===== src/rtl/ec_pkg.sv =====
package ec_pkg;
  localparam logic [3:0] OFS_DATA = 4'h0;
  localparam logic [3:0] OFS_CMD  = 4'h4;
  localparam logic [3:0] OFS_ICR  = 4'h8;

  localparam logic [7:0] OP_READ      = 8'h80;
  localparam logic [7:0] OP_WRITE     = 8'h81;
  localparam logic [7:0] OP_BURST_ON  = 8'h82;
  localparam logic [7:0] OP_BURST_OFF = 8'h83;
  localparam logic [7:0] OP_QUERY     = 8'h84;
  localparam logic [7:0] BURST_ACK    = 8'h90;

  typedef enum logic [2:0] {
    S_IDLE, S_RD_ADDR, S_WR_ADDR, S_WR_DATA, S_RD_WAIT
  } seqState_t;

  typedef enum logic [1:0] {OUT_BUS, OUT_BURST, OUT_QUERY} outSel_t;

  typedef struct packed {
    logic    consume;
    logic    loadOut;
    outSel_t outSel;
    logic    burstOn;
    logic    burstOff;
    logic    latchAddr;
    logic    busRd;
    logic    busWr;
  } ecStrobe_t;
endpackage


===== src/rtl/ec_ctrl.sv =====
module ec_ctrl
  import ec_pkg::*;
#(
  parameter int CONSUME_LAT = 3
) (
  input  logic       clk,
  input  logic       rstN,
  input  logic       ibf,
  input  logic       byteWr,
  input  logic [7:0] inByte,
  input  logic       inIsCmd,
  output ecStrobe_t  strobe
);
  localparam int CW = $clog2(CONSUME_LAT + 1);
  localparam logic [CW-1:0] CNT_LAST = CW'(CONSUME_LAT - 1);

  logic [CW-1:0] waitCnt;
  seqState_t     state, nextState;
  logic          ready;

  assign ready = ibf && !byteWr && (waitCnt >= CNT_LAST);

  always_ff @(posedge clk) begin
    if (!rstN) begin
      waitCnt <= '0;
      state   <= S_IDLE;
    end else begin
      state <= nextState;
      if (byteWr)
        waitCnt <= '0;
      else if (ibf && waitCnt < CNT_LAST)
        waitCnt <= waitCnt + 1'b1;
    end
  end

  always_comb begin
    strobe    = '0;
    nextState = state;
    if (state == S_RD_WAIT) begin
      strobe.loadOut = 1'b1;
      strobe.outSel  = OUT_BUS;
      nextState      = S_IDLE;
    end else if (ready) begin
      strobe.consume = 1'b1;
      if (inIsCmd) begin
        nextState = S_IDLE;
        case (inByte)
          OP_READ:  nextState = S_RD_ADDR;
          OP_WRITE: nextState = S_WR_ADDR;
          OP_BURST_ON: begin
            strobe.burstOn = 1'b1;
            strobe.loadOut = 1'b1;
            strobe.outSel  = OUT_BURST;
          end
          OP_BURST_OFF: strobe.burstOff = 1'b1;
          OP_QUERY: begin
            strobe.loadOut = 1'b1;
            strobe.outSel  = OUT_QUERY;
          end
          default: ;
        endcase
      end else begin
        case (state)
          S_RD_ADDR: begin
            strobe.busRd = 1'b1;
            nextState    = S_RD_WAIT;
          end
          S_WR_ADDR: begin
            strobe.latchAddr = 1'b1;
            nextState        = S_WR_DATA;
          end
          S_WR_DATA: begin
            strobe.busWr = 1'b1;
            nextState    = S_IDLE;
          end
          default: nextState = S_IDLE;
        endcase
      end
    end
  end

  // a bus read is always followed by loading its result
  p_read_loads_r4: assert property (@(posedge clk) disable iff (!rstN)
    strobe.busRd |=> (strobe.loadOut && strobe.outSel == OUT_BUS));

  // an unrecognised command leaves the sequencer idle
  p_unknown_idle_r9: assert property (@(posedge clk) disable iff (!rstN)
    (ready && inIsCmd && (inByte < OP_READ || inByte > OP_QUERY))
      |=> (state == S_IDLE));
endmodule


===== src/rtl/ec_dpath.sv =====
module ec_dpath
  import ec_pkg::*;
#(
  parameter int NUM_EVENTS = 8
) (
  input  logic                  clk,
  input  logic                  rstN,
  input  logic [3:0]            hostAddr,
  input  logic                  hostWr,
  input  logic                  hostRd,
  input  logic [7:0]            hostWdata,
  output logic [7:0]            hostRdata,
  input  logic [NUM_EVENTS-1:0] evtSet,
  input  ecStrobe_t             strobe,
  output logic                  ibf,
  output logic                  byteWr,
  output logic [7:0]            inByte,
  output logic                  inIsCmd,
  output logic [7:0]            regAddr,
  output logic                  regWr,
  output logic                  regRd,
  output logic [7:0]            regWdata,
  input  logic [7:0]            regRdata
);
  localparam int IW = (NUM_EVENTS > 1) ? $clog2(NUM_EVENTS) : 1;

  logic                  obf, burst;
  logic [7:0]            outData, icr, addrReg, qByte, outNext;
  logic [NUM_EVENTS-1:0] pending, clrMask;
  logic                  qHit;
  logic [IW-1:0]         qIdx;

  assign byteWr = hostWr && (hostAddr == OFS_DATA || hostAddr == OFS_CMD);

  always_comb begin
    qHit = 1'b0;
    qIdx = '0;
    for (int i = NUM_EVENTS - 1; i >= 0; i--) begin
      if (pending[i]) begin
        qHit = 1'b1;
        qIdx = IW'(i);
      end
    end
  end

  assign qByte = qHit ? 8'(qIdx) + 8'd1 : 8'h00;

  always_comb begin
    clrMask = '0;
    if (strobe.loadOut && strobe.outSel == OUT_QUERY && qHit)
      clrMask[qIdx] = 1'b1;
  end

  always_comb begin
    case (strobe.outSel)
      OUT_BURST: outNext = BURST_ACK;
      OUT_QUERY: outNext = qByte;
      default:   outNext = regRdata;
    endcase
  end

  always_ff @(posedge clk) begin
    if (!rstN) begin
      ibf <= 1'b0; obf <= 1'b0; burst <= 1'b0; inIsCmd <= 1'b0;
      inByte <= '0; outData <= '0; icr <= '0; addrReg <= '0; pending <= '0;
    end else begin
      if (byteWr) begin
        ibf     <= 1'b1;
        inByte  <= hostWdata;
        inIsCmd <= (hostAddr == OFS_CMD);
      end else if (strobe.consume) begin
        ibf <= 1'b0;
      end
      if (hostWr && hostAddr == OFS_ICR) icr <= hostWdata;
      if (strobe.loadOut) begin
        obf     <= 1'b1;
        outData <= outNext;
      end else if (hostRd && hostAddr == OFS_DATA) begin
        obf <= 1'b0;
      end
      if (strobe.burstOn)       burst <= 1'b1;
      else if (strobe.burstOff) burst <= 1'b0;
      if (strobe.latchAddr) addrReg <= inByte;
      pending <= (pending & ~clrMask) | evtSet;
    end
  end

  always_comb begin
    case (hostAddr)
      OFS_DATA: hostRdata = outData;
      OFS_CMD:  hostRdata = {2'b00, |pending, burst, inIsCmd, 1'b0, ibf, obf};
      OFS_ICR:  hostRdata = icr;
      default:  hostRdata = 8'h00;
    endcase
  end

  assign regAddr  = strobe.busWr ? addrReg : inByte;
  assign regWdata = inByte;
  assign regWr    = strobe.busWr;
  assign regRd    = strobe.busRd;

  p_ibf_set_r3: assert property (@(posedge clk) disable iff (!rstN)
    byteWr |=> ibf);

  p_obf_clear_r6: assert property (@(posedge clk) disable iff (!rstN)
    (hostRd && hostAddr == OFS_DATA && !strobe.loadOut) |=> !obf);

  p_burst_ack_r7: assert property (@(posedge clk) disable iff (!rstN)
    (strobe.loadOut && strobe.outSel == OUT_BURST)
      |=> (outData == BURST_ACK && burst && obf));

  p_query_value_r8: assert property (@(posedge clk) disable iff (!rstN)
    (strobe.loadOut && strobe.outSel == OUT_QUERY)
      |=> (outData == $past(qByte) && obf));

  p_bus_exclusive_r5: assert property (@(posedge clk) disable iff (!rstN)
    $onehot0({regRd, regWr}));
endmodule


===== src/rtl/ec_host_port.sv =====
module ec_host_port
  import ec_pkg::*;
#(
  parameter int CONSUME_LAT = 3,
  parameter int NUM_EVENTS  = 8
) (
  input  logic                  clk,
  input  logic                  rstN,
  input  logic [3:0]            hostAddr,
  input  logic                  hostWr,
  input  logic                  hostRd,
  input  logic [7:0]            hostWdata,
  output logic [7:0]            hostRdata,
  input  logic [NUM_EVENTS-1:0] evtSet,
  output logic [7:0]            regAddr,
  output logic                  regWr,
  output logic                  regRd,
  output logic [7:0]            regWdata,
  input  logic [7:0]            regRdata
);
  ecStrobe_t  strobe;
  logic       ibf, byteWr, inIsCmd;
  logic [7:0] inByte;

  ec_ctrl #(.CONSUME_LAT(CONSUME_LAT)) uCtrl (
    .clk(clk), .rstN(rstN), .ibf(ibf), .byteWr(byteWr),
    .inByte(inByte), .inIsCmd(inIsCmd), .strobe(strobe)
  );

  ec_dpath #(.NUM_EVENTS(NUM_EVENTS)) uDpath (
    .clk(clk), .rstN(rstN), .hostAddr(hostAddr), .hostWr(hostWr),
    .hostRd(hostRd), .hostWdata(hostWdata), .hostRdata(hostRdata),
    .evtSet(evtSet), .strobe(strobe), .ibf(ibf), .byteWr(byteWr),
    .inByte(inByte), .inIsCmd(inIsCmd), .regAddr(regAddr),
    .regWr(regWr), .regRd(regRd), .regWdata(regWdata), .regRdata(regRdata)
  );
endmodule


===== config.mk =====
export PLATFORM = sky130hd
export DESIGN_NAME = ec_host_port
export DESIGN_NICKNAME = d
export VERILOG_FILES = /design/src/rtl/ec_pkg.sv /design/src/rtl/ec_ctrl.sv /design/src/rtl/ec_dpath.sv /design/src/rtl/ec_host_port.sv
export SDC_FILE = /design/constraint.sdc
export NUM_CORES = 1
export LEC_CHECK = 0
export ABC_AREA = 1
export BUFFER_PORTS_ARGS = -buffer_cell sky130_fd_sc_hd__buf_4
export CORE_MARGIN = 10
export CORE_UTILIZATION = 57
export CTS_BUF_LIST = sky130_fd_sc_hd__clkbuf_16
export CTS_CLUSTER_SIZE = 25
export DETAILED_ROUTE_END_ITERATION = 10
export PLACE_DENSITY = 0.82
export REMOVE_ABC_BUFFERS = 1
export SYNTH_ARGS = -nofsm -noshare
export SYNTH_HDL_FRONTEND = slang
export SYNTH_SLANG_ARGS = --single-unit

===== constraint.sdc =====
create_clock -name clk -period 5.74 [get_ports clk]
set_input_delay 0.861 -clock clk [delete_from_list [all_inputs] [get_ports clk]]
set_output_delay 0.861 -clock clk [all_outputs]
set_load 0.01 [all_outputs]

==> summary.md <==
| Metric | Value |
|---|---|
| Reg2reg path depth | `14` |
| Pre-antenna DRT Iters | `4` |
| First-pass GRT wire length | `10810 um` |
| Via density | `5.310` |
| Hold buffer count at cts | `0` |
| Placement Rows | `23` |
| DP HPWL | `4797 um` |
| Post-synth top area share | `0.3962` |
| Setup TNS | `0 ns` |
| Vias in the first global route | `2524` |
| Max IR drop VDD | `165.6 uV` |
| Number of synthesis warnings | `0` |
| Post-route cell area | `0.003044 sq mm` |
| Max Freq | `295.6 MHz` |
| Final worst-path cycle share | `0.5893` |
| H-tree Lvls | `2` |
| GRT Overall Usage | `0.1730` |
| Max-slew headroom | `0.5320` |
| Post-synth EDFFs | `0` |
| Max_cap viols | `0` |
| Reg power frac | `0.505` |
| CP endpoint kind | `output port` |
| Routed wire length | `6191 um` |
| Clk sink count | `49` |
| Number of top-level pins | `58` |
| Cell taking the most area after synthesis | `dfxtp_1` |
| Kind of critical path | `in -> out` |
| Remaining DRCs | `0` |
| Post-CTS sizing | `0` |
| Area of the multi-input gates | `0.001234 sq mm` |
| Clock buffer depth | `2` |
| Routed len/inst | `13.52 um` |
| Synth unique cells | `35` |
| RSZ-0062 raised after global routing | `no` |
| Clock Skews | `0.003335 ns` |
| PD cells | `229.9 mW/mm^2` |
| Hold Path Class | `reg -> reg` |
| Status | `finished, final reports clean` |
| Initial Util | `0.6017` |
| Die Ht | `85.91 um` |
| Post-CTS Setup Bufs | `0` |
| Dominant synthesized flop cell | `dfxtp_1` |
| # nets final | `444` |
| Die Area | `0.007381 sq mm` |
| Final Hold Viols | `0` |
| Final min period | `3.383 ns` |
| Storage element area | `980.9 sq um` |
| WHS Path Cells | `2` |
| Post-synthesis sequential area ratio | `0.3962` |
| Gr ovfl total | `0` |
| Slew Limit Fails | `0` |
| Async set-reset flop share out of synthesis | `0` |
| Net switching power | `0.1617 mW` |
| Leak | `1.325 nW` |
| Worst Path Max Fanout | `21` |
| Top-count cell post-synth | `nand2_1` |
| Initial antenna violation count | `0` |
| Synth top cells by count | `nand2_1 (69), inv_1 (50), dfxtp_1 (49)` |
| Largest net degree at the start of global routing | `30` |
| Routed via count | `2432` |
| Die X | `85.91 um` |
| Largest cells by area after synthesis | `dfxtp_1 (40%), nand2_1 (10%), a21oi_1 (7.9%)` |
| DRT antenna net count | `0` |
| Combinational share of power | `0.109` |
| TritonCTS clock tree | `built` |
| CTS Root Cell | `clkbuf_16` |
| Pint | `0.5381 mW` |
| IO Port Bufs | `57` |
| #FFs+latches synth | `49` |
| Layout cells sized above 1 | `0.1985` |
| Per-instance average area after synthesis | `6.975 sq um` |
| Sw frac | `0.2311` |
| Area Overhead vs Synth | `22.94%` |
| Worst Setup Start Kind | `input port` |
| Setup violators final | `0` |
| Mapped Area | `0.002476 sq mm` |
| 1st-iter DRT viols | `128` |
| Placed cells | `451` |
| Worst slew pin tran | `0.6967 ns` |
| CTS buffer count | `5` |
| WHS | `0.4535 ns` |
| RePlAce Congestion | `0.8682` |
| Clk_lat worst skew | `0.28 ns` |
| Finished Layout Cells | `458` |
| Post-DP Area | `0.002912 sq mm` |
| Fillers | `360` |
| CP Data Required Time | `4.88 ns` |
| Core Region | `0.004115 sq mm` |
| Cells after Synth | `355` |
| Crit path DAT | `2.52 ns` |
| Diode count | `0` |
| Clock transition at path regs | `0.06 ns` |
| Clock network power share | `0.386` |
## per-stage QoR
step / total power [mW] / utilization / worst slack [ns]
CTS: 0.7043 / 0.7397 / 2.347
finish: 0.6998 / 0.7397 / 2.357
floorplan: 0.4002 / - / 2.768
global route: 0.7298 / 0.7397 / 2.041
detailed placement: 0.4369 / 0.7075 / 2.323
global placement: 0.4346 / 0.7075 / 2.391
## worst max-delay path, cell delays in order
cell,delay (ns)
buf_4,0.09
inv_1,0.05
nand3_1,0.51
nand2_2,0.23
nor3_4,0.45
nand2_1,0.08
o21ai_0,0.09
buf_4,0.15
## registers in the layout, summed over array words and instances (netlist names)
name	cells
uDpath.inByte	8
uDpath.obf	1
uDpath.inIsCmd	1
uDpath.outData	8
uCtrl.waitCnt	2
uCtrl.state	3
uDpath.icr	8
uDpath.addrReg	8
uDpath.ibf	1
uDpath.pending	8
uDpath.burst	1
## path summary, 6_finish.rpt
path | from | end | slack [ns]
max | hostAddr[3] | regAddr[6] | 2.36
min | uDpath.icr[7] | uDpath.icr[7] | 0.45
max reg2reg | uCtrl.waitCnt[1] | uDpath.outData[3] | 3.25
min reg2reg | uDpath.icr[7] | uDpath.icr[7] | 0.45
## layer usage
metal	GRT usage	part of all wire	up-vias
li1	-	-	1261
met3	0.05960	0.069	14
met2	0.3049	0.50	73
met5	0	0	-
met4	0.07934	0.023	0
met1	0.1798	0.40	1084
## power by group through the flow
stage                     Sequential [mW]  Clock (mW)  Combinational (mW)
after floorplan                     0.361           0              0.0396
after global placement              0.361           0              0.0740
after detailed placement            0.361           0              0.0758
after CTS                           0.353       0.275              0.0761
after global routing                0.354       0.289              0.0867
final                               0.354       0.270              0.0762
## placed cells by master, fill, tap and decap left out, types with 6 or more instances in the layout
cell	count
nand2_1	69
buf_4	57
inv_1	51
dfxtp_1	49
a21oi_1	39
o21ai_0	31
nor2_1	28
nand3_1	20
o21bai_1	8
nor3_1	6
## cell families after synthesis
logic type,after synthesis,share of synthesized area
AND/OR/NAND/NOR,136,0.2486
buffers and inverters,66,0.1056
AO/OA/AOI/OAI,98,0.2223
adder cells (fa/ha/maj),4,0.02021
XOR/XNOR,2,0.007076
flip-flops,49,0.3962
## area by class of cell
cell class | count | share of cell area
Tap cell | 50 | 0.02055
Multi-Input combinational cell | 240 | 0.4053
Inverter | 55 | 0.06782
Clock buffer | 5 | 0.04110
Clock inverter | 2 | 0.002466
Timing Repair Buffer | 57 | 0.1406
Sequential cell | 49 | 0.3222
No activity file was read; power rests on OpenSTA's default activity.
